File: config.mk
export PLATFORM = sky130hd
export DESIGN_NAME = cmd_mailbox
export DESIGN_NICKNAME = d
export VERILOG_FILES = /design/src/rtl/cmd_mailbox.sv
export SDC_FILE = /design/constraint.sdc
export NUM_CORES = 1
export LEC_CHECK = 0
export BUFFER_PORTS_ARGS = -buffer_cell sky130_fd_sc_hd__clkbuf_2
export CORE_AREA = 2 2 64 66
export CTS_CLUSTER_DIAMETER = 200
export CTS_CLUSTER_SIZE = 40
export DETAILED_ROUTE_END_ITERATION = 7
export DIE_AREA = 0 0 66 68
export PLACE_DENSITY = 0.79
export SYNTH_ARGS = -nofsm -noshare
export SYNTH_HDL_FRONTEND = slang
export SYNTH_SLANG_ARGS = --single-unit
File: constraint.sdc
create_clock -name clk -period 2.1 [get_ports clk]
set_clock_uncertainty 0.1 [all_clocks]
set_input_delay 0.315 -clock clk [delete_from_list [all_inputs] [get_ports clk]]
set_output_delay 0.315 -clock clk [all_outputs]
set_load 0.01 [all_outputs]
File: src/rtl/cmd_mailbox.sv
module cmd_mailbox #(
  parameter int HOST_AW = 24,
  parameter logic [7:0] ACK_CODE = 8'h80,
  parameter int FLAG_BIT = 3
) (
  input  logic               clk,
  input  logic               rst_n,
  input  logic [HOST_AW-1:0] h_addr,
  input  logic               h_rd,
  input  logic               h_wr,
  input  logic [7:0]         h_wdata,
  output logic [7:0]         h_rdata,
  input  logic [31:0]        c_addr,
  input  logic               c_rd,
  input  logic               c_wr,
  input  logic [31:0]        c_wdata,
  output logic [31:0]        c_rdata
);
  localparam logic [15:0] H_REPLY = 16'h3800;
  localparam logic [15:0] H_CMD   = 16'h3802;
  localparam logic [15:0] H_CODE  = 16'h3804;
  localparam logic [31:0] C_REPLY = 32'h4000_0000;
  localparam logic [31:0] C_CMD   = 32'h4000_0010;
  localparam logic [31:0] C_STAT  = 32'h4000_0020;
  localparam logic [31:0] C_CTRL  = 32'h4000_002C;
  localparam int ACK_BIT = 1;

  logic [15:0] h_off;
  logic        cmd_wr, cmd_take, reply_wr, ack_wr;
  logic [7:0]  cmd_q, reply_q, code_q;
  logic        pend_q;

  assign h_off    = h_addr[15:0];
  assign cmd_wr   = h_wr && (h_off == H_CMD);
  assign cmd_take = c_rd && (c_addr == C_CMD);
  assign reply_wr = c_wr && (c_addr == C_REPLY);
  assign ack_wr   = c_wr && (c_addr == C_CTRL) && c_wdata[ACK_BIT];

  always_ff @(posedge clk) begin
    if (!rst_n) begin
      cmd_q   <= '0;
      reply_q <= '0;
      code_q  <= '0;
      pend_q  <= 1'b0;
    end else begin
      if (cmd_wr) cmd_q <= h_wdata;
      if (cmd_wr) pend_q <= 1'b1;
      else if (cmd_take) pend_q <= 1'b0;
      if (reply_wr) reply_q <= c_wdata[7:0];
      if (ack_wr) code_q <= ACK_CODE;
    end
  end

  always_comb begin
    h_rdata = '0;
    if (h_rd) begin
      unique case (h_off)
        H_REPLY: h_rdata = reply_q;
        H_CODE:  h_rdata = code_q;
        default: h_rdata = '0;
      endcase
    end
  end

  always_comb begin
    c_rdata = '0;
    if (c_rd) begin
      unique case (c_addr)
        C_CMD:   c_rdata = {24'h0, cmd_q};
        C_STAT:  c_rdata[FLAG_BIT] = pend_q;
        default: c_rdata = '0;
      endcase
    end
  end
endmodule

==> results_dict.tcl <==
set metrics [dict create \
    antenna_found_initial 0 \
    min_period_over_period 0.976 \
    setup_slack_ps 50.0 \
    drt_wl_total_um 3230 \
    drc 0 \
    num-fill-cells 399 \
    fin_crit_ps 2050 \
    grt_pass1_vias 1118 \
    diodes 0 \
    fp.dieW_um 66 \
    relSlewSlack 0.626 \
    ys_types 28 \
    worstHoldPathType "input pin to flip-flop" \
    worst_ep_required_time_ps 1680 \
    ir_worst_vdd_mv 0.255 \
    root_buffer "clkbuf_8" \
    dpl.hpwl_um 2570 \
    drtIter0Drc 14 \
    drv_slew 0 \
    tightest_slew_ps 559 \
    die_y_um 68 \
    cts_hold_buffers 0 \
    grt_pass1_wl_um 4420 \
    p_sw_frac 0.252 \
    leakagePower_uw 0.000848 \
    rsz0062_at_grt "yes" \
    area_growth_pct 50.1 \
    ys_warn_count 0 \
    p_sw_uw 179 \
    final-hold-violation-count 0 \
    report.final.setup_viol 0 \
    clk_pin_slew_worst_paths_ps 60 \
    holdWs_ps 194 \
    io_pins 142 \
    arrival_ps 1640 \
    clockBufferDepth 2 \
    clk-insertion-delay-late_ps 240 \
    htree_levels 1 \
    pre_cts_ws_ps -9.60 \
    powerDensity_mw_per_mm2 380 \
    die_area_sq_mm 0.00449 \
    initial_core_util 0.323 \
    cts_tree "done" \
    gp_congestion 0.731 \
    async_reset_ff_frac 0 \
    grt_max_degree 19 \
    hold_depth 3 \
    ant_nets 0 \
    total_power_uw 709 \
    core-area_sq_mm 0.00386 \
    critPathMaxStageDelay_ps 330 \
    intPower_uw 530 \
    synth_cells 154 \
    row_count 23 \
    reg2reg_depth 1 \
    synth.cell_area_sq_mm 0.00124 \
    critPathTopFamily "simple AND/OR/NAND/NOR gates" \
    grt.total_usage 0.127 \
    outcome "finished clean" \
    path_buf_inv 3 \
    slowest_stage "nor4b_2" \
    routedWlPerCell_um 11.0 \
    clock.fmax_mhz 488 \
    routed-via-count 1360 \
    ys_seq_area_frac 0.290 \
    nNetsFinal 348 \
    clkSinkCount 18 \
    critical_path_class "input pin to output pin" \
    p_comb_frac 0.193 \
    via_per_inst 4.63 \
    clockPowerShare 0.326 \
    cp-start-kind "input pin" \
    drtPass1Iterations 4 \
    ys_dominant_reg_cell "dfxtp_1" \
    drive_gt1_frac 0.471 \
    crit_top_cell "buf_6" \
    postSynthAreaPerCell_sq_um 8.08 \
    synth_edf_count 0 \
    seqPwrFrac 0.481 \
    numCtsBuffers 3 \
    grt_overflow_total 0 \
    yosys_register_bits 18 \
    drv_cap 0 \
    crit_chain "buf_6 -> nor4_4 -> nand4_1 -> nor4b_2 -> buf_4 -> and2_4 -> buf_6" \
    cp.depth 7 \
    port_buffers 85 \
    worstPathMaxFanout 7 \
    end_kind "output pin" \
]
==> state kept, by name, summed over array words and instances, names as in the netlist <==
register and count:
pend_q 1, cmd_q 8, code_q 1, reply_q 8
==> kinds of logic after synthesis <==
logic type	after synthesis	share of synthesized area
muxes	9	0.0724
AOI/OAI and AO/OA	20	0.0895
DFF	18	0.290
buffers and inverters	30	0.163
other	1	0.00302
and+or+nand+nor	76	0.382
==> tightest hold or removal path, stage by stage <==
cell      delay, ps
clkbuf_2         80
nand2_1          40
mux2i_1          50
==> placed cells by master, fill, tap and decap left out <==
cell type   n
mux2i_1     9
nor4_2      3
nor4b_2     2
nor4_1      2
nand2_1    21
nand3_1    10
nor2_1      5
and4_1      1
buf_4       6
nor3_1      3
nor4_4      6
clkbuf_8    3
a22o_1      2
and4b_1     1
clkinv_1    1
buf_6       9
nor4b_1     2
conb_1     24
a21oi_1     9
or2_2       1
buf_12      1
nand4_1     3
inv_1       1
o21ai_0     8
and2_4      7
and2_1      7
o41ai_1     1
dfxtp_1    18
nand4_2     1
nand3b_1    1
clkbuf_2   76
==> cells in the mapped netlist, drive strengths merged, types with 2 or more instances <==
library cell | n | area (sq um)
nand2 | 21 | 78.8
nand4 | 4 | 31.3
clkbuf | 3 | 11.3
a22o | 2 | 17.5
nand3 | 10 | 50.1
nor4 | 11 | 120
a21oi | 9 | 45.0
nor3 | 3 | 15.0
nor2 | 5 | 18.8
dfxtp | 18 | 360
nor4b | 4 | 41.3
mux2i | 9 | 90.1
buf | 25 | 184
and2 | 14 | 87.6
o21ai | 8 | 40.0
==> final cells by class <==
cell class	instances	area, sq um	area share
inverters	2	7.51	0.00402
well taps	50	62.6	0.0335
repair buffers	92	547	0.293
flip-flops and latches	18	360	0.193
clock buffers	3	41.3	0.0221
multi-input cells	129	848	0.454
==> timing repair <==
action                                  CTS  global route
setup buffers                             0             0
gates resized for setup                   1            32
endpoints found under the hold margin     0             0
endpoints found under the setup margin    5            16
pin swaps                                 0            13
==> per-layer routing <==
layer	track usage	vias to the layer above	routed length, um
met5	0	-	0
met4	0.0459	0	20
met3	0.0164	2	288
met2	0.232	70	1760
met1	0.152	606	1160
li1	-	682	-
==> metrics by stage <==
stage | instance area, sq um | util | TNS [ps] | cells
after floorplan | 1330 | - | 0 | 177
after global placement | 1690 | 0.438 | 0 | 291
after detailed placement | 1690 | 0.438 | -14.3 | 291
after CTS | 1740 | 0.450 | 0 | 294
after global routing | 1870 | 0.484 | -638 | 294
final | 1870 | 0.484 | 0 | 294
==> power groups by stage <==
| stage | clock network (uW) | registers [uW] | logic (uW) |
|---|---|---|---|
| 2_1_floorplan | 0 | 349 | 78.8 |
| 3_3_place_gp | 0 | 349 | 121 |
| 3_5_place_dp | 0 | 349 | 122 |
| 4_1_cts | 246 | 341 | 124 |
| 5_1_grt | 255 | 341 | 152 |
| 6_report | 231 | 341 | 137 |
==> path summary, 6_finish.rpt <==
kind | start | to | slack, ps
hold / removal | c_wdata[7] | reply_q[7] | 190
setup reg to reg | code_q[7] | code_q[7] | 1370
hold reg to reg | reply_q[7] | reply_q[7] | 360
setup / recovery | h_addr[4] | h_rdata[1] | 50
(Power assumes the default switching activity.)
